$ cat config.mk
export PLATFORM = sky130hd
export DESIGN_NAME = spi_char_master
export DESIGN_NICKNAME = d
export VERILOG_FILES = /design/src/rtl/spi_char_pkg.sv /design/src/rtl/spi_half_timer.sv /design/src/rtl/spi_shift_unit.sv /design/src/rtl/spi_char_master.sv
export SDC_FILE = /design/constraint.sdc
export NUM_CORES = 1
export LEC_CHECK = 0
export CORE_MARGIN = 5
export CORE_UTILIZATION = 51
export CTS_CLUSTER_DIAMETER = 120
export CTS_CLUSTER_SIZE = 40
export DETAILED_ROUTE_END_ITERATION = 8
export HOLD_SLACK_MARGIN = 0.02
export MAX_ROUTING_LAYER = met4
export PLACE_DENSITY = 0.87
export SYNTH_ARGS = -nofsm -noshare
export SYNTH_HDL_FRONTEND = slang
export SYNTH_SLANG_ARGS = --single-unit
$ cat constraint.sdc
create_clock -name clk -period 1.6 [get_ports clk]
set_input_delay 0.24 -clock clk [delete_from_list [all_inputs] [get_ports clk]]
set_output_delay 0.24 -clock clk [all_outputs]
set_load 0.01 [all_outputs]
$ cat src/rtl/spi_char_pkg.sv
package spi_char_pkg;
  localparam int CHAR_MAX = 9;
  localparam int NB_W     = $clog2(CHAR_MAX + 1);
  localparam int EDGE_W   = NB_W + 1;

  typedef enum logic [1:0] {
    ST_IDLE,
    ST_LEAD,
    ST_RUN,
    ST_TAIL
  } xfer_state_t;

  typedef struct packed {
    logic [NB_W-1:0] nbits;
    logic            cpha;
  } xfer_cfg_t;

  function automatic logic [NB_W-1:0] decode_len(input logic [1:0] code, input logic force9);
    if (force9) return NB_W'(CHAR_MAX);
    return NB_W'(5) + NB_W'(code);
  endfunction
endpackage

$ cat src/rtl/spi_half_timer.sv
module spi_half_timer #(
  parameter int DIV_W = 8
) (
  input  logic             clk,
  input  logic             rst_n,
  input  logic             load,
  input  logic             run,
  input  logic [DIV_W-1:0] half_div,
  output logic             tick
);
  logic [DIV_W-1:0] cnt_q, cnt_d, reload;
  logic             cnt_en;

  always_comb begin
    reload = (half_div == '0) ? '0 : half_div - 1'b1;
    tick   = run && (cnt_q == '0);
    cnt_en = load || run;
    cnt_d  = cnt_q;
    if (load || tick) cnt_d = reload;
    else if (run)     cnt_d = cnt_q - 1'b1;
  end

  always_ff @(posedge clk or negedge rst_n) begin
    if (!rst_n)      cnt_q <= '0;
    else if (cnt_en) cnt_q <= cnt_d;
  end
endmodule

$ cat src/rtl/spi_shift_unit.sv
module spi_shift_unit
  import spi_char_pkg::*;
#(
  parameter int W = CHAR_MAX
) (
  input  logic            clk,
  input  logic            rst_n,
  input  logic            load,
  input  logic            load_cpha,
  input  logic [NB_W-1:0] load_nbits,
  input  logic [W-1:0]    tx_char,
  input  logic            shift_en,
  input  logic            sample_en,
  input  logic            miso,
  output logic            mosi,
  output logic [W-1:0]    rx_next
);
  logic [W:0]   tx_q, tx_d;
  logic [W-1:0] rx_q, rx_d, tx_al;
  logic         tx_en, rx_en;

  always_comb begin
    tx_al   = tx_char << (NB_W'(W) - load_nbits);
    rx_next = {rx_q[W-2:0], miso};
    tx_en   = load || shift_en;
    rx_en   = load || sample_en;
    if (load) tx_d = load_cpha ? {tx_al, 1'b0} : {1'b0, tx_al};
    else      tx_d = {tx_q[W-1:0], 1'b0};
    rx_d    = load ? '0 : rx_next;
  end

  always_ff @(posedge clk or negedge rst_n) begin
    if (!rst_n) begin
      tx_q <= '0;
      rx_q <= '0;
    end else begin
      if (tx_en) tx_q <= tx_d;
      if (rx_en) rx_q <= rx_d;
    end
  end

  assign mosi = tx_q[W];
endmodule

$ cat src/rtl/spi_char_master.sv
module spi_char_master
  import spi_char_pkg::*;
#(
  parameter int DIV_W = 8
) (
  input  logic                clk,
  input  logic                rst_n,
  input  logic [1:0]          cfg_len_sel,
  input  logic                cfg_len9,
  input  logic                cfg_cpol,
  input  logic                cfg_cpha,
  input  logic [DIV_W-1:0]    cfg_half_div,
  input  logic                start,
  input  logic [CHAR_MAX-1:0] tx_char,
  input  logic                miso,
  output logic                sclk,
  output logic                mosi,
  output logic                sel_n,
  output logic                done,
  output logic [CHAR_MAX-1:0] rx_char
);
  logic [1:0]          rst_sync_q;
  logic                rst_i;
  xfer_state_t         state_q, state_d;
  logic [EDGE_W-1:0]   ecnt_q, ecnt_d, last_idx;
  xfer_cfg_t           cfg_q, cfg_d;
  logic                sclk_q, sclk_d, sel_q, sel_d, done_q;
  logic [CHAR_MAX-1:0] rx_q, rx_next;
  logic                accept, tick, edge_go, leading;
  logic                sample_en, shift_en, final_sample;
  logic [NB_W-1:0]     new_nbits;

  // asynchronous assertion, synchronous release
  always_ff @(posedge clk or negedge rst_n) begin
    if (!rst_n) rst_sync_q <= 2'b00;
    else        rst_sync_q <= {rst_sync_q[0], 1'b1};
  end
  assign rst_i = rst_sync_q[1];

  spi_half_timer #(.DIV_W(DIV_W)) u_timer (
    .clk      (clk),
    .rst_n    (rst_i),
    .load     (accept),
    .run      (state_q != ST_IDLE),
    .half_div (cfg_half_div),
    .tick     (tick)
  );

  spi_shift_unit #(.W(CHAR_MAX)) u_shift (
    .clk        (clk),
    .rst_n      (rst_i),
    .load       (accept),
    .load_cpha  (cfg_cpha),
    .load_nbits (new_nbits),
    .tx_char    (tx_char),
    .shift_en   (shift_en),
    .sample_en  (sample_en),
    .miso       (miso),
    .mosi       (mosi),
    .rx_next    (rx_next)
  );

  always_comb begin
    new_nbits    = decode_len(cfg_len_sel, cfg_len9);
    accept       = start && (state_q == ST_IDLE);
    edge_go      = tick && ((state_q == ST_LEAD) || (state_q == ST_RUN));
    leading      = ~ecnt_q[0];
    sample_en    = edge_go && (leading == cfg_q.cpha);
    shift_en     = edge_go && (leading != cfg_q.cpha);
    last_idx     = {cfg_q.nbits, 1'b0} - 1'b1;
    final_sample = sample_en && (ecnt_q[EDGE_W-1:1] == cfg_q.nbits - 1'b1);
  end

  always_comb begin
    state_d = state_q;
    ecnt_d  = ecnt_q;
    cfg_d   = cfg_q;
    sclk_d  = sclk_q;
    sel_d   = sel_q;
    unique case (state_q)
      ST_IDLE: begin
        sclk_d = cfg_cpol;
        if (start) begin
          state_d     = ST_LEAD;
          sel_d       = 1'b0;
          ecnt_d      = '0;
          cfg_d.nbits = new_nbits;
          cfg_d.cpha  = cfg_cpha;
        end
      end
      ST_LEAD, ST_RUN: begin
        if (tick) begin
          sclk_d  = ~sclk_q;
          ecnt_d  = ecnt_q + 1'b1;
          state_d = (ecnt_q == last_idx) ? ST_TAIL : ST_RUN;
        end
      end
      ST_TAIL: begin
        if (tick) begin
          state_d = ST_IDLE;
          sel_d   = 1'b1;
        end
      end
      default: state_d = ST_IDLE;
    endcase
  end

  always_ff @(posedge clk or negedge rst_i) begin
    if (!rst_i) begin
      state_q <= ST_IDLE;
      ecnt_q  <= '0;
      cfg_q   <= '0;
      sclk_q  <= 1'b0;
      sel_q   <= 1'b1;
      done_q  <= 1'b0;
      rx_q    <= '0;
    end else begin
      state_q <= state_d;
      ecnt_q  <= ecnt_d;
      cfg_q   <= cfg_d;
      sclk_q  <= sclk_d;
      sel_q   <= sel_d;
      done_q  <= final_sample;
      if (final_sample) rx_q <= rx_next;
    end
  end

  assign sclk    = sclk_q;
  assign sel_n   = sel_q;
  assign done    = done_q;
  assign rx_char = rx_q;
endmodule

Word level (Yosys, flattened, before mapping). Index checks and enable logic that the tools add are counted.

Latch bits: 0. Logic and storage cells: 79. Register bits: 52. Output and inout bits: 13. Memory bits (writable): 0. ROM bits: 0. Memories: 0. Bits of input ports: 26.

Shifts and indexed selects: 1. Eq/ne operators: 10. $add $sub $neg: 7. Multiplexer cells: 22. $lt $le $gt $ge: 0. Divide/modulo/power cells: 0. Bitwise logic cells: 2. Multipliers: 0. Reductions and logical operators: 25.

Operators with widths (number): $mux 8 (4); $mux 10 (2); $logic_not 8->1 (2); $sub 8x1->8 const B (2); $mux 5 (2); $pmux 5 s2 (1); $reduce_and 3->1 (3); $shl 9x4->9 (1); $mux 4 (2); $reduce_bool 2->1 (4); $logic_and 1x1->1 (6); $mux 2 (3); $ne 2x2->1 const B (3); $pmux 2 s3 (1); $reduce_and 2->1 (3); $add 5x1->5 const B (1); $eq 5x5->1 (1); $logic_or 1x1->1 (5); $mux 1 (5); $sub 5x1->5 const B (1); $add 3x2->4 const A (1); $eq 2x2->1 const B (2); $eq 4x4->1 (1); $pmux 1 s2 (2); 8 further kinds (9).

Depth between registers and ports, before layout.
Depth in word-level cells: 6. Mapped depth: 10. Gate-level depth less buffers: 8.

Hierarchy. From an unflattened synthesis, not the netlist that was laid out.

Cell total of the unflattened synthesis: 306. Area, all modules: 3254.4 µm².

By module, submodules not included: spi_char_master (times used 1, seq. area each 651.9 µm², area each 1291.2 µm², cells an instance 112); spi_shift_unit (times used 1, seq. area each 450.4 µm², area each 1271.2 µm², cells an instance 119); spi_half_timer (times used 1, seq. area each 200.2 µm², area each 691.9 µm², cells an instance 75).

Worst setup path after synthesis. Ideal clock, no wire load.

Path kind: flip-flop to flip-flop. From: register state_q[0]. To: register rx_q[0], in the netlist rx_char[0]. Required time: 1.475 ns. Cell stages (with the launch flop): 8. Slack: -0.387 ns. Period minus slack after synthesis: 1.987 ns. Buffers on the path: 0. Arrival: 1.862 ns. Setup time: 0.125 ns. Cell sequence: dfrtp_1 > inv_1 > ha_1 > nor4b_4 > and2_2 > nand3_4 > nor2_8 > mux2_2.

Longest elaborated chain between the ends: 5. Elaborated cells on any way between the ends: 8. Those cells by class: eq/ne (2); reduce/logical (6).

Ends and longest elaborated chain: start, declared (line spi_char_master.sv:24) `xfer_state_t state_q, state_d;`; start signal, assigned (line spi_char_master.sv:118) `state_q <= state_d;`; $eq 2x1->1, or another cell as far along (line spi_char_master.sv:66) `edge_go = tick && ((state_q == ST_LEAD) || (state_q == ST_RUN));`; $logic_or 1x1->1 or $logic_and 1x1->1 (tied branches) (line spi_char_master.sv:66, spi_half_timer.sv:16); $logic_and 1x1->1 * (line spi_char_master.sv:66); $logic_and 1x1->1 * (line spi_char_master.sv:68) `sample_en = edge_go && (leading == cfg_q.cpha);`; $logic_and 1x1->1 * (line spi_char_master.sv:71) `final_sample = sample_en && (ecnt_q[EDGE_W-1:1] == cfg_q.nbits - 1'b1);`; end signal, assigned (line spi_char_master.sv:124) `if (final_sample) rx_q <= rx_next;`; end, declared (line spi_char_master.sv:28) `logic [CHAR_MAX-1:0] rx_q, rx_next;`.

Mark *: on every way between the ends. The rest lies on a longest branch, timed or not. A chain may end at the register's enable or synchronous reset.

Final worst setup path. Ends and elaborated chain as after synthesis.

==> results.md <==
Global route:
- The global routing met1 resource utilization is 29.5%.
- The global-route total usage across every layer is 26.7%.
- The largest net degree at the start of global routing is 51.
- The overflow left after global routing is 0.
- The fraction of met2 tracks used by global routing is 48.6%.
- The global routing stage identified its most utilized layer as met2.
- The met3 usage is 3.78%.
- The via count of the first global-routing pass is 3,372.
- The initial antenna violation count is 0.
- The first-pass GRT wire length is 16,000 um.

Run status:
- The flow ran to the end, but the final reports show violations.
- The final reports fail on negative setup slack.

Yosys:
- The number of flip-flops and latches in the synthesized netlist is 52.
- The share of synthesized cell area in full adder, half adder and majority cells is 4.30%.
- By area, the combinational part of the netlist is dominated by simple AND/OR/NAND/NOR gates.
- The gate count of the mapped netlist is 341.
- The cell area that synthesis handed to floorplanning was 3200 um^2.
- The synthesized netlist devotes 16.0% of its cell area to compound gates.
- The share of the Yosys chip area taken by registers is 40.7%.
- The cell accounting for the most synthesized area is dfrtp_1.
- The post-synthesis cell type count is 62.
- Of the total synthesized cell area, the portion taken by AND, OR, NAND and NOR gates is 22.4%.
- A synthesized cell averages 9.39 um^2.
- The number of nets handed over by synthesis was 378.
- After synthesis, the share of cell area in mux cells is 7.58%.
- In the post-synthesis netlist, the biggest area contributors are dfrtp_1, nand2_1, ha_1.
- The most used flip-flop cell after synthesis is dfrtp_1.
- The synthesized design contains 0 enable-type register cells.
- The count of warnings emitted by yosys is 0.
- In the synthesized netlist the async set-or-reset flop fraction comes to 100%.
- Of the total synthesized cell area, the portion taken by XOR and XNOR cells is 4.65%.
- After synthesis, the largest area contributor takes up 39.9% of total cell area.

Cells and area:
- The share of post-route cells with drive strength above 1 is 40.8%.
- The number of nets at the end of the flow is 507.
- The most frequent standard cell in the layout excluding fill and tap cells is buf_4.
- Leaving out fill and tap cells, the most frequent cells in the layout are buf_4, dfrtp_1, nand2_1.
- The final core utilization is 82.3%.
- The count of antenna diodes in the layout is 0.
- The number of non-filler instances in the completed layout is 546.
- From synthesis to final layout, the design area changed by 55.0%.

Run:
- Across the run, the number of max-cap violations was 0.

STA:
- The worst-case setup margin in the final layout is -374 ps.
- The maximum frequency from static timing analysis is 507 MHz.
- Counting I/O delays and the setup requirement, the final critical path takes 1970 ps.
- The number of max-slew violations in the final report came to 0.
- For the final database, setup skew stands at 5.12 ps.
- The count of final hold-check violations is 0.
- Setup violations remaining at the end of the flow were counted as 46.
- Setup repair after global routing could not meet its margin everywhere.
- The final period utilization is 123%.

Placement:
- Once placement completed, the tool counted placed cells totaling 522.
- The number of buffers inserted by port buffering is 38.
- The global placement routability congestion is 0.972.
- The HPWL after detailed placement is 6580 um.

Worst setup path:
- In this run the worst setup path begins at state_q[0].
- The maximum net fanout on the critical path is 5.
- The critical register-to-register path startpoint is state_q[0].
- STA classifies the critical path startpoint as a register.
- The critical path start-end classification is reg2reg.
- The number of logic stages on the critical path including buffering is 8.
- The signal on the critical path passes through inv_1 > ha_4 > nor4b_4 > buf_4 > and2_4 > nand3_4 > nor2_8 > mux2_4.
- Counting both buffers and inverters, the worst setup path holds a total of 2.
- The cell with the biggest individual delay on the critical path is dfrtp_1.
- The worst setup path is captured at a register.
- The data arrival time of the worst path is 2180 ps.
- The kind of cell with the highest combined delay along the critical path is simple AND/OR/NAND/NOR gates.
- The cell count of the worst reg-to-reg path is 8.
- At the worst endpoint, the required time is 1810 ps.
- The highest cell delay on the worst timing path is 370 ps.

Die:
- Once the floorplan was initialized, standard cells occupied 53.1% of the core.
- The area of the core is 6030 um^2.
- The total die area is 7960 um^2.
- The die is 89.2 um wide.
- For this design the top-level I/O count stands at 39.
- The height of the die is 89.2 um.
- The floorplan has 28 rows.

Clocking:
- Buffers inserted to repair hold after CTS numbered 0.
- The clock slew seen by the registers of the worst setup and hold paths is 100 ps.
- TritonCTS built the clock tree.
- The number of clock buffers added by TritonCTS is 5.
- The clock tree synthesis step divided the H-tree into 2 levels.
- The clock passes through at most 2 buffers.
- The buffer type at the clock tree root is clkbuf_8.
- Clock latency on the worst-skew pair, taken at its later pin, is 320 ps.
- The clock sink count is 52.

Power:
- The cell area power density is 1330 nW/um^2.
- The worst-case IR drop observed on VDD is 0.911 mV.
- Summed over all cells, the static leakage comes to 2.19 nW.
- The completed layout was analyzed and its total power is 0.00660 W.

Route:
- The count of antenna-violating nets left after detailed routing is 0.
- The wire length per cell after detailed routing is 19.9 um.
- The routed via count divided by cell count is 6.12.
- In this run, the number of DRC markers left after iteration 0 of detailed routing was 326.
- The pre-antenna-repair detailed-routing pass consisted of 5 iterations.
- Across all layers, the routed design uses 3,342 vias.
- The wire length after detailed routing is 10,900 um.
- For this run, design rule violations remaining after detail routing come to 0.

Min path:
- In this run the worst hold path is classified as in2async.
==> cells by family (layout without fill, tap and decap cells) <==
group,Yosys count,count (layout)
AO/OA/AOI/OAI,77,77
XOR/XNOR,17,17
adder cells (fa/ha/maj),11,11
buffers and inverters,30,159
flip-flops,52,52
multiplexers,22,22
other,1,1
AND/OR/NAND/NOR,131,132
==> metrics by stage <==
stage	cell area, um^2	setup WS, ps	hold slack, ps	TNS (ps)
floorplan	3360	-301	-55.6	-3290
global placement	4390	-650	254	-11270
detailed placement	4390	-750	260	-14190
CTS	4730	-328	74.1	-8890
global route	4960	-451	73.1	-15900
finish	4960	-374	75.4	-11740
==> registers in the layout (all words and copies together) (netlist names) <==
| signal | cells |
|---|---|
| u_timer.cnt_q | 8 |
| sel_n | 1 |
| rx_char | 9 |
| state_q | 2 |
| rst_sync_q | 2 |
| done | 1 |
| u_shift.tx_q | 10 |
| ecnt_q | 5 |
| sclk | 1 |
| u_shift.rx_q | 8 |
| cfg_q | 5 |
==> where the power goes <==
group	switching [W]	leakage, nW	internal, W
registers	0.000398	0.658	0.00168
clock network	0.000477	0.0558	0.000474
logic	0.00177	1.48	0.00181
==> per-layer routing <==
metal  vias to the layer above  wire [um]
met4                         0        379
li1                       1491          -
met3                        44        661
met1                      1633       4150
met5                         -          0
met2                       174       5700
==> synth_stat cells (2+ instances only) <==
| cell | instances |
|---|---|
| a211oi_1 | 8 |
| a21oi_1 | 12 |
| a31oi_1 | 4 |
| a32oi_1 | 2 |
| and3_1 | 4 |
| and3b_1 | 2 |
| buf_2 | 6 |
| buf_4 | 2 |
| clkbuf_1 | 7 |
| dfrtp_1 | 51 |
| ha_1 | 11 |
| inv_1 | 14 |
| mux2_1 | 2 |
| mux2_2 | 12 |
| mux2i_1 | 7 |
| nand2_1 | 45 |
| nand2b_1 | 4 |
| nand3_1 | 19 |
| nand4_1 | 4 |
| nor2_1 | 14 |
| nor2b_1 | 7 |
| nor3_1 | 12 |
| nor3b_1 | 3 |
| nor4_1 | 4 |
| o211ai_1 | 3 |
| o21ai_0 | 21 |
| o22ai_1 | 4 |
| o31ai_1 | 4 |
| o32ai_1 | 4 |
| or3_1 | 2 |
| xnor2_1 | 6 |
| xor2_1 | 11 |
==> final cells by class <==
| type | instances | area (um^2) |
|---|---|---|
| Clock buffer | 6 | 72.6 |
| Clock inverter | 2 | 38.8 |
| Fill cell | 308 | 1060 |
| Inverter | 14 | 57.6 |
| Multi-Input combinational cell | 260 | 2190 |
| Sequential cell | 52 | 1300 |
| Tap cell | 75 | 93.8 |
| Timing Repair Buffer | 137 | 1210 |
==> worst paths after layout <==
check                             endpoint  slack (ps)
min                          rst_sync_q[1]          80
max in group asynchronous            sel_n        1040
min in group clk             rst_sync_q[1]         390
max                             rx_char[0]        -370
max reg2reg                     rx_char[0]        -370
min reg2reg                u_shift.rx_q[2]         270
==> what timing repair did <==
action / in CTS / in global routing
endpoints found under the hold margin: 0 / 0
setup buffers: 6 / 8
gates resized for setup: 43 / 36
pin swaps: 19 / 10
setup endpoints to repair: 46 / 47
gates cloned: 2 / 0
No activity file was read; power rests on OpenSTA's default activity.
